===== src/rtl/rtc_sp_pkg.sv =====
package rtc_sp_pkg;

    // Register slot numbers decoded by the register file
    localparam int unsigned SLOT_SECONDS = 0;
    localparam int unsigned SLOT_GPO     = 1;

    // Phases of the serial shift machine
    typedef enum logic [1:0] {
        PH_IDLE    = 2'd0,
        PH_COLLECT = 2'd1,
        PH_SEND    = 2'd2
    } ph_e;

endpackage


===== src/rtl/rtc_sp_sync.sv =====
module rtc_sp_sync #(
    parameter int unsigned WIDTH  = 1,
    parameter int unsigned STAGES = 2
) (
    input  logic             clk,
    input  logic             rst_n,
    input  logic [WIDTH-1:0] async_i,
    output logic [WIDTH-1:0] sync_o
);

    logic [WIDTH-1:0] stage_d [STAGES];
    logic [WIDTH-1:0] stage_q [STAGES];

    for (genvar g = 0; g < STAGES; g++) begin : gen_stage
        if (g == 0) begin : gen_first
            assign stage_d[g] = async_i;
        end else begin : gen_next
            assign stage_d[g] = stage_q[g-1];
        end
    end

    always_ff @(posedge clk or negedge rst_n) begin
        if (!rst_n) begin
            for (int i = 0; i < STAGES; i++) begin
                stage_q[i] <= '0;
            end
        end else begin
            stage_q <= stage_d;
        end
    end

    assign sync_o = stage_q[STAGES-1];

endmodule


===== src/rtl/rtc_sp_regs.sv =====
module rtc_sp_regs
    import rtc_sp_pkg::*;
#(
    parameter int unsigned DATA_W = 32,
    parameter int unsigned IDX_W  = 3
) (
    input  logic              clk,
    input  logic              rst_n,
    input  logic              tick_i,
    input  logic              wr_en_i,
    input  logic [IDX_W-1:0]  wr_idx_i,
    input  logic [DATA_W-1:0] wr_data_i,
    input  logic [IDX_W-1:0]  rd_idx_i,
    output logic [DATA_W-1:0] rd_data_o,
    output logic [DATA_W-1:0] sec_o,
    output logic [DATA_W-1:0] gpo_o
);

    localparam logic [IDX_W-1:0] IDX_SEC = IDX_W'(SLOT_SECONDS);
    localparam logic [IDX_W-1:0] IDX_GPO = IDX_W'(SLOT_GPO);

    typedef struct packed {
        logic [DATA_W-1:0] sec;
        logic [DATA_W-1:0] gpo;
    } regs_t;

    regs_t regs_d, regs_q;

    always_comb begin
        regs_d = regs_q;
        if (tick_i) begin
            regs_d.sec = regs_q.sec + DATA_W'(1);
        end
        // A committing write is applied last, so it overrides the tick
        if (wr_en_i) begin
            if (wr_idx_i == IDX_SEC) begin
                regs_d.sec = wr_data_i;
            end else if (wr_idx_i == IDX_GPO) begin
                regs_d.gpo = wr_data_i;
            end
        end
    end

    always_ff @(posedge clk or negedge rst_n) begin
        if (!rst_n) begin
            regs_q <= '0;
        end else begin
            regs_q <= regs_d;
        end
    end

    always_comb begin
        if (rd_idx_i == IDX_SEC) begin
            rd_data_o = regs_q.sec;
        end else if (rd_idx_i == IDX_GPO) begin
            rd_data_o = regs_q.gpo;
        end else begin
            rd_data_o = '0;
        end
    end

    assign sec_o = regs_q.sec;
    assign gpo_o = regs_q.gpo;

endmodule


===== src/rtl/rtc_sp_shifter.sv =====
module rtc_sp_shifter
    import rtc_sp_pkg::*;
#(
    parameter int unsigned DATA_W = 32,
    parameter int unsigned IDX_W  = 3
) (
    input  logic              clk,
    input  logic              rst_n,
    input  logic              en_s_i,
    input  logic              sclk_s_i,
    input  logic              din_s_i,
    input  logic [DATA_W-1:0] rd_data_i,
    output logic [IDX_W-1:0]  rd_idx_o,
    output logic              wr_en_o,
    output logic [IDX_W-1:0]  wr_idx_o,
    output logic [DATA_W-1:0] wr_data_o,
    output logic              dout_o,
    output logic              ready_o,
    output logic              idle_o
);

    localparam int unsigned FRAME_W = DATA_W + IDX_W;
    localparam int unsigned CNT_W   = $clog2(FRAME_W + 2);
    localparam logic [CNT_W-1:0] CNT_SAT   = CNT_W'(FRAME_W + 1);
    localparam logic [CNT_W-1:0] CNT_WRITE = CNT_W'(FRAME_W);
    localparam logic [CNT_W-1:0] CNT_READ  = CNT_W'(IDX_W);
    localparam logic [CNT_W-1:0] CNT_LAST  = CNT_W'(DATA_W - 1);

    typedef struct packed {
        ph_e                phase;
        logic               sclk_prev;
        logic [FRAME_W-1:0] sr;
        logic [CNT_W-1:0]   cnt;
        logic [DATA_W-1:0]  out_sr;
        logic               dout;
        logic               ready;
        logic               wr_en;
        logic [IDX_W-1:0]   wr_idx;
        logic [DATA_W-1:0]  wr_data;
    } shf_t;

    shf_t st_d, st_q;
    logic sclk_rise;

    assign sclk_rise = sclk_s_i & ~st_q.sclk_prev;

    always_comb begin
        st_d           = st_q;
        st_d.sclk_prev = sclk_s_i;
        st_d.wr_en     = 1'b0;

        unique case (st_q.phase)
            PH_IDLE: begin
                if (sclk_rise && en_s_i) begin
                    st_d.sr    = {{(FRAME_W-1){1'b0}}, din_s_i};
                    st_d.cnt   = CNT_W'(1);
                    st_d.dout  = 1'b0;
                    st_d.phase = PH_COLLECT;
                end
            end
            PH_COLLECT: begin
                if (sclk_rise) begin
                    if (en_s_i) begin
                        st_d.sr = {st_q.sr[FRAME_W-2:0], din_s_i};
                        if (st_q.cnt != CNT_SAT) begin
                            st_d.cnt = st_q.cnt + CNT_W'(1);
                        end
                    end else if (din_s_i && (st_q.cnt == CNT_WRITE)) begin
                        // direction bit 1: commit the captured word
                        st_d.wr_en   = 1'b1;
                        st_d.wr_idx  = st_q.sr[IDX_W-1:0];
                        st_d.wr_data = st_q.sr[FRAME_W-1:IDX_W];
                        st_d.phase   = PH_IDLE;
                    end else if (!din_s_i && (st_q.cnt == CNT_READ)) begin
                        // direction bit 0: snapshot the slot for shifting
                        st_d.out_sr = rd_data_i;
                        st_d.cnt    = '0;
                        st_d.phase  = PH_SEND;
                    end else begin
                        st_d.phase = PH_IDLE;
                    end
                end
            end
            PH_SEND: begin
                if (sclk_rise) begin
                    st_d.dout   = st_q.out_sr[DATA_W-1];
                    st_d.out_sr = {st_q.out_sr[DATA_W-2:0], 1'b0};
                    st_d.cnt    = st_q.cnt + CNT_W'(1);
                    if (st_q.cnt == CNT_LAST) begin
                        st_d.phase = PH_IDLE;
                    end
                end
            end
            default: begin
                st_d.phase = PH_IDLE;
            end
        endcase

        st_d.ready = (st_q.phase == PH_IDLE) && !en_s_i && !sclk_s_i && !din_s_i;
    end

    always_ff @(posedge clk or negedge rst_n) begin
        if (!rst_n) begin
            st_q       <= '0;
            st_q.phase <= PH_IDLE;
            st_q.ready <= 1'b1;
        end else begin
            st_q <= st_d;
        end
    end

    assign rd_idx_o  = st_q.sr[IDX_W-1:0];
    assign wr_en_o   = st_q.wr_en;
    assign wr_idx_o  = st_q.wr_idx;
    assign wr_data_o = st_q.wr_data;
    assign dout_o    = st_q.dout;
    assign ready_o   = st_q.ready;
    assign idle_o    = (st_q.phase == PH_IDLE);

endmodule


===== src/rtl/rtc_serial_regport.sv =====
module rtc_serial_regport #(
    parameter int unsigned DATA_W      = 32,
    parameter int unsigned IDX_W       = 3,
    parameter int unsigned SYNC_STAGES = 2
) (
    input  logic              clk,
    input  logic              rst_n,
    input  logic              ser_en_i,
    input  logic              ser_clk_i,
    input  logic              ser_din_i,
    input  logic              sec_tick_i,
    output logic              ser_dout_o,
    output logic              ser_ready_o,
    output logic [DATA_W-1:0] gpo_ctrl_o
);

    localparam int unsigned LINES = 3;

    logic [LINES-1:0]  lines_s;
    logic              en_s, sclk_s, din_s;
    logic [IDX_W-1:0]  rd_idx;
    logic [DATA_W-1:0] rd_data;
    logic              wr_en;
    logic [IDX_W-1:0]  wr_idx;
    logic [DATA_W-1:0] wr_data;
    logic [DATA_W-1:0] sec_val;
    logic              phase_idle;

    rtc_sp_sync #(
        .WIDTH  (LINES),
        .STAGES (SYNC_STAGES)
    ) u_sync (
        .clk     (clk),
        .rst_n   (rst_n),
        .async_i ({ser_en_i, ser_clk_i, ser_din_i}),
        .sync_o  (lines_s)
    );

    assign en_s   = lines_s[2];
    assign sclk_s = lines_s[1];
    assign din_s  = lines_s[0];

    rtc_sp_shifter #(
        .DATA_W (DATA_W),
        .IDX_W  (IDX_W)
    ) u_shifter (
        .clk       (clk),
        .rst_n     (rst_n),
        .en_s_i    (en_s),
        .sclk_s_i  (sclk_s),
        .din_s_i   (din_s),
        .rd_data_i (rd_data),
        .rd_idx_o  (rd_idx),
        .wr_en_o   (wr_en),
        .wr_idx_o  (wr_idx),
        .wr_data_o (wr_data),
        .dout_o    (ser_dout_o),
        .ready_o   (ser_ready_o),
        .idle_o    (phase_idle)
    );

    rtc_sp_regs #(
        .DATA_W (DATA_W),
        .IDX_W  (IDX_W)
    ) u_regs (
        .clk       (clk),
        .rst_n     (rst_n),
        .tick_i    (sec_tick_i),
        .wr_en_i   (wr_en),
        .wr_idx_i  (wr_idx),
        .wr_data_i (wr_data),
        .rd_idx_i  (rd_idx),
        .rd_data_o (rd_data),
        .sec_o     (sec_val),
        .gpo_o     (gpo_ctrl_o)
    );

endmodule


===== config.mk =====
export PLATFORM = sky130hd
export DESIGN_NAME = rtc_serial_regport
export DESIGN_NICKNAME = d
export VERILOG_FILES = /design/src/rtl/rtc_sp_pkg.sv /design/src/rtl/rtc_sp_sync.sv /design/src/rtl/rtc_sp_regs.sv /design/src/rtl/rtc_sp_shifter.sv /design/src/rtl/rtc_serial_regport.sv
export SDC_FILE = /design/constraint.sdc
export NUM_CORES = 1
export LEC_CHECK = 0
export BUFFER_PORTS_ARGS = -buffer_cell sky130_fd_sc_hd__buf_2
export CAP_MARGIN = 40
export CORE_MARGIN = 1.5
export CORE_UTILIZATION = 50
export DETAILED_ROUTE_END_ITERATION = 12
export PLACE_DENSITY = 0.7
export SYNTH_ARGS = -nofsm -noshare
export SYNTH_HDL_FRONTEND = slang
export SYNTH_HIERARCHICAL = 1
export SYNTH_SLANG_ARGS = --single-unit

===== constraint.sdc =====
create_clock -name clk -period 1.8 [get_ports clk]
set_clock_uncertainty 0.1 [all_clocks]
set_input_delay 0 -clock clk [delete_from_list [all_inputs] [get_ports clk]]
set_output_delay 0 -clock clk [all_outputs]
set_load 0.01 [all_outputs]

# After elaboration in Yosys (flattened, before gate mapping)
# Index checks and enable logic that the tools add are counted.
# word_totals
ff_bits	184
latchBits	0
mem_bits_rw	0
mem_bits_ro	0
inputBits	6
out_inout_bits	34
elab_cells	95
n_memories	0
# classes
addsub	2
mul	0
div	0
magnitude_cmp	0
eq_ne	19
n_shift	0
muxes	33
bitwise_logic	4
n_reduce_logical	23
# ops
cell	n
32-bit two-way mux	7
36-bit two-way mux	4
38-bit two-way mux	2
73-bit two-way mux	1
35-bit case mux with 2 select lines	1
64-bit two-way mux	1
32-bit case mux with 2 select lines	1
41-bit two-way mux	1
39-bit two-way mux	1
35-bit two-way mux	1
32-bit by 1-bit adder with 32-bit output (second input constant)	1
6-bit case mux with 3 select lines	1
2-bit two-way mux	7
6-bit two-way mux	2
2-bit by 1-bit != test with 1-bit output (second input constant)	5
4-bit AND reduction	2
7-bit AND reduction	1
6-bit by 1-bit adder with 6-bit output (second input constant)	1
3-bit by 1-bit equality test with 1-bit output (second input constant)	2
6-bit by 2-bit equality test with 1-bit output (second input constant)	1
6-bit by 5-bit equality test with 1-bit output (second input constant)	1
6-bit equality test (second input constant)	1
1-bit logical AND	6
3-bit logical NOT	2
other kinds (18)	28

# Longest topological paths before layout
# logic_depth
word_depth	8
ltp_mapped	8

# Cells and area by module
# The synthesis kept the hierarchy.
# by_module_without_submodules
mod	n_inst	cells_per_inst	area_each_um2	seq_area_each_um2
rtc_sp_shifter	1	412	5032.3	2854.0
rtc_sp_regs	1	302	3294.4	1601.5
rtc_sp_sync	1	6	150.1	150.1

# Worst setup path after synthesis
# OpenSTA, ideal clock, no wires.
# synth_timing
path_kind	register -> register
startpoint	register u_shifter/st_q[113] (netlist name)
endpoint	register u_shifter/st_q[75] (netlist name)
t_arrival_ns	1.758
slack_ns	-0.149
stages_incl_launch_ff	8
cell_sequence	dfrtp_1 inv_1 ha_1 and2_4 a41oi_1 nand4_4 or2_4 o31ai_2
# synth_between
elab_chain_cells	3
# synth_rtl
item	line_no	source
start, declared	rtc_sp_shifter.sv:42	shf_t st_d, st_q;
start signal, assigned	rtc_sp_shifter.sv:108	st_q <= st_d;
2-bit by 1-bit equality test with 1-bit output, or another cell as far along	rtc_sp_shifter.sv:52	unique case (st_q.phase)
3-bit by 2-bit != test with 1-bit output (no source line), or another cell as far along	-	
7-bit AND reduction (no source line)	-	
# Parallel ways exist; a longest one is shown, timed or not.
# A chain may end at the register's enable or synchronous reset.

# Worst setup path after layout
# layout_timing
startpoint	register u_shifter/st_q[71] (netlist name)
endpoint	register u_shifter/st_q[67] (netlist name)
# layout_between
elab_chain_cells	4
# layout_rtl
item	line_no
6-bit equality test / 6-bit by 2-bit equality test with 1-bit output (equally long branches)	rtc_sp_shifter.sv:68, rtc_sp_shifter.sv:74
1-bit logical AND (on tied branches)	rtc_sp_shifter.sv:68, rtc_sp_shifter.sv:74
2-bit != test (no source line) / 2-bit by 1-bit != test with 1-bit output (equally long branches)	-
6-bit AND reduction (no source line) *	-
# Every way passes the cells marked *; elsewhere a longest branch is shown, timed or not.

==> summary.md <==
| Metric | Value |
|---|---|
| Mapped Area | roughly 8500 um^2 |
| Final net count | 803 |
| Peak supply drop | 0.828 mV |
| Multi-input gate area | 3820 um^2 |
| First-pass detailed-route iteration total | 4 |
| # fillers | 1273 |
| Min-delay src | ser_clk_i |
| Port Buf Inserts | 39 |
| Routed vias | 5836 |
| Dominant synthesized flop cell | dfrtp_1 |
| WL per Instance | 18.9 um |
| WL final | a little under 20000 um |
| Worst hold margin | 0.111 ns |
| Cell taking the most area after synthesis | dfrtp_1 |
| PwrDens | between 1000 and 1500 nW/um^2 |
| Hold endpoint | u_sync/stage_d[1] |
| Hold Crit Depth | 2 |
| Count leader, synth | dfrtp_1 |
| TritonCTS clock tree | built |
| Register area | 4610 um^2 |
| Util after Layout | about 63% |
| Gr usage total | around a fifth |
| Fmax | around 530 MHz |
| Largest net degree at the start of global routing | 54 |
| Post-synthesis cell count | 720 |
| Crit path time final | 1.87 ns |
| Max-Cap Viols | 0 |
| Worst Setup End Kind | flop |
| Outcome | finished with violations |
| Req. time, crit path | 2.01 ns |
| Fraction of layout cells with a size suffix above 1 | 34.2% |
| Worst Hold Class | input port to flop |
| Critical path class | flop to flop |
| # diodes | 0 |
| Synthesized flop and latch total | 184 |
| Clock transition at the registers of the reported paths | around 0.070 ns |
| Via/cell ratio | 5.72 |
| Final period utilization | 104% |
| Die width | roughly 130 um |
| Htree depth | 4 |
| CP Max Fanout | 9 |
| Detailed Route Iter0 Violations | 335 |
| LEAKAGE | roughly 4.7 nW |
| Worst skew pair latency | 0.44 ns |
| Initial Utilization | between 50 and 60% |
| RR Startpoint | u_shifter/st_q[71] |
| Final hold vios | 0 |
| Core area | ~17000 um^2 |
| Sequential element share of the synthesized area | 54.3% |
| Worst Path Arrival | 2.09 ns |
| Avg Inst Size Synth | approximately 12 um^2 |
| Syn Nets | roughly 730 |
| Detailed placement HPWL | 12100 um |
| Slew Limit Fails | 0 |
| Main area contributors after synthesis | dfrtp_1, a22o_1, mux2_1 |
| GPL Wtd Cong | 0.869 |
| Site row count | 47 |
| Critical path launch point type | flop |
| Relative slew margins | 74.5% |
| Total gr overflow | 0 |
| FF-to-FF setup slack | -0.07 ns |
| Area delta synth->final | 22.8% |
| Clock Tree Root | clkbuf_16 |
| Total power | 0.0115 W |
| Final setup viols | 34 |
| Die H | 133 um |
| # clock sinks | 184 |
| IO Pins | 40 |
| Vias in the first global route | 5879 |
| Unique masters post-synth | 52 |
| Warnings, synthesis | 6 |
| CTS Buf Count | 17 |
| Failing checks | setup timing |
| First-pass GRT wire length | 29800 um |
| Residual DRC count | 0 |
| Worst-Margin Slew | 0.380 ns |
| CTS max path bufs | 2 |
| RSZ-0062 raised after global routing | true |
| Antenna viol nets, final | 0 |
| Die Footprint | 17700 um^2 |
| Fraction of registers with async set/reset | 100% |
| Final Cell Area | 10400 um^2 |
| FF-to-FF End | u_shifter/st_q[67] |
| Initial antenna violation count | 0 |
| Placed Area | 9210 um^2 |
| Worst Slack Setup Final | -0.0726 ns |
| Top cells by count, synth | dfrtp_1, nand2_1, a22o_1 |
| EDFF count, synth | 0 |
| Reg2Reg Depth | 7 |
| Yosys top cell area share | around 54% |
==> timing repair <==
action	in CTS	in global routing
gates resized for setup	5	84
hold buffers	6	0
setup buffers	1	7
endpoints found under the setup margin	12	142
endpoints found under the hold margin	189	0
cloned	0	7
pin swaps	1	38
==> per-stage QoR <==
step                      std cells  setup WS (ns)  setup TNS, ns
after floorplan                 720        -0.0103        -0.0484
after global placement          970        -0.0566         -0.177
after detailed placement        970        -0.0885         -0.250
after CTS                      1008        -0.0119        -0.0126
after global routing           1021         -0.159          -5.47
final                          1021        -0.0726         -0.806
==> worst max-delay path, stage by stage, from the launching register on <==
cell,delay (ns)
dfrtp_1,0.39
ha_4,0.18
nor4b_4,0.28
a32o_2,0.31
nand2_8,0.14
clkbuf_16,0.21
nand2_1,0.07
o21ai_1,0.07
==> state kept, by name, indices dropped and copies added (netlist names) <==
name and flops:
u_sync/stage_d 3, u_sync/sync_o 3, u_regs/gpo_o 32, u_shifter/wr_data_o 32, u_shifter/wr_en_o 1, u_shifter/wr_idx_o 3, u_shifter/st_q 73, u_shifter/rd_idx_o 3
u_regs/sec_o 32, u_shifter/dout_o 1, u_shifter/ready_o 1
==> power breakdown <==
part | switching, W | internal, W | total [W]
Sequential | 0.000360 | 0.00453 | 0.00489
Combinational | 0.00165 | 0.00135 | 0.00300
Clock | 0.00162 | 0.00195 | 0.00356
Total | 0.00363 | 0.00783 | 0.0115
==> metal layers <==
metal	track usage [%]	part of all wire [%]	wire length, um	up-vias
met2	35.5	51	9760	133
li1	-	-	-	2690
met4	7.00	1.6	316	0
met1	28.0	44	8520	2991
met3	3.39	3.7	721	22
met5	0	0	0	-
==> area by class of cell <==
type	count	share of cell area (%)
flip-flops and latches	184	44.3
multi-input cells	450	36.7
repair buffers	125	10.6
clock buffers	18	4.22
well taps	220	2.64
clock inverters	13	1.19
inverters	11	0.397
==> cell usage in the layout (no fill, tap or decap), drive strengths merged, types with 8 or more instances in the layout <==
| cell | n |
|---|---|
| buf | 114 |
| inv | 14 |
| xor2 | 19 |
| mux2 | 69 |
| nand3 | 13 |
| mux2i | 32 |
| xnor2 | 11 |
| nor2 | 11 |
| nand2 | 80 |
| a22o | 66 |
| o21ai | 75 |
| clkbuf | 23 |
| dfrtp | 183 |
| nand4 | 16 |
| ha | 8 |
==> worst max path at each step <==
stage                        start                 end  cells past startpoint
6_report        u_shifter/st_q[71]  u_shifter/st_q[67]                      7
5_1_grt         u_shifter/st_q[71]  u_shifter/st_q[67]                      7
4_1_cts         u_shifter/st_q[70]  u_shifter/st_q[75]                      6
3_5_place_dp    u_shifter/st_q[71]  u_shifter/st_q[75]                      6
3_3_place_gp      u_regs/sec_o[13]    u_regs/sec_o[31]                      7
2_1_floorplan  u_shifter/st_q[113]  u_shifter/st_q[75]                      7
==> cells by family after synthesis <==
| family | after synthesis | share of synthesized area (%) |
|---|---|---|
| muxes | 101 | 12.9 |
| xor gates and xnor gates | 30 | 3.10 |
| adders and majority gates | 8 | 1.18 |
| AOI/OAI and AO/OA | 153 | 12.5 |
| buffers and inverters | 86 | 5.65 |
| DFF | 184 | 54.3 |
| and+or+nand+nor | 158 | 10.3 |
Power figures use the tool's default switching activity.
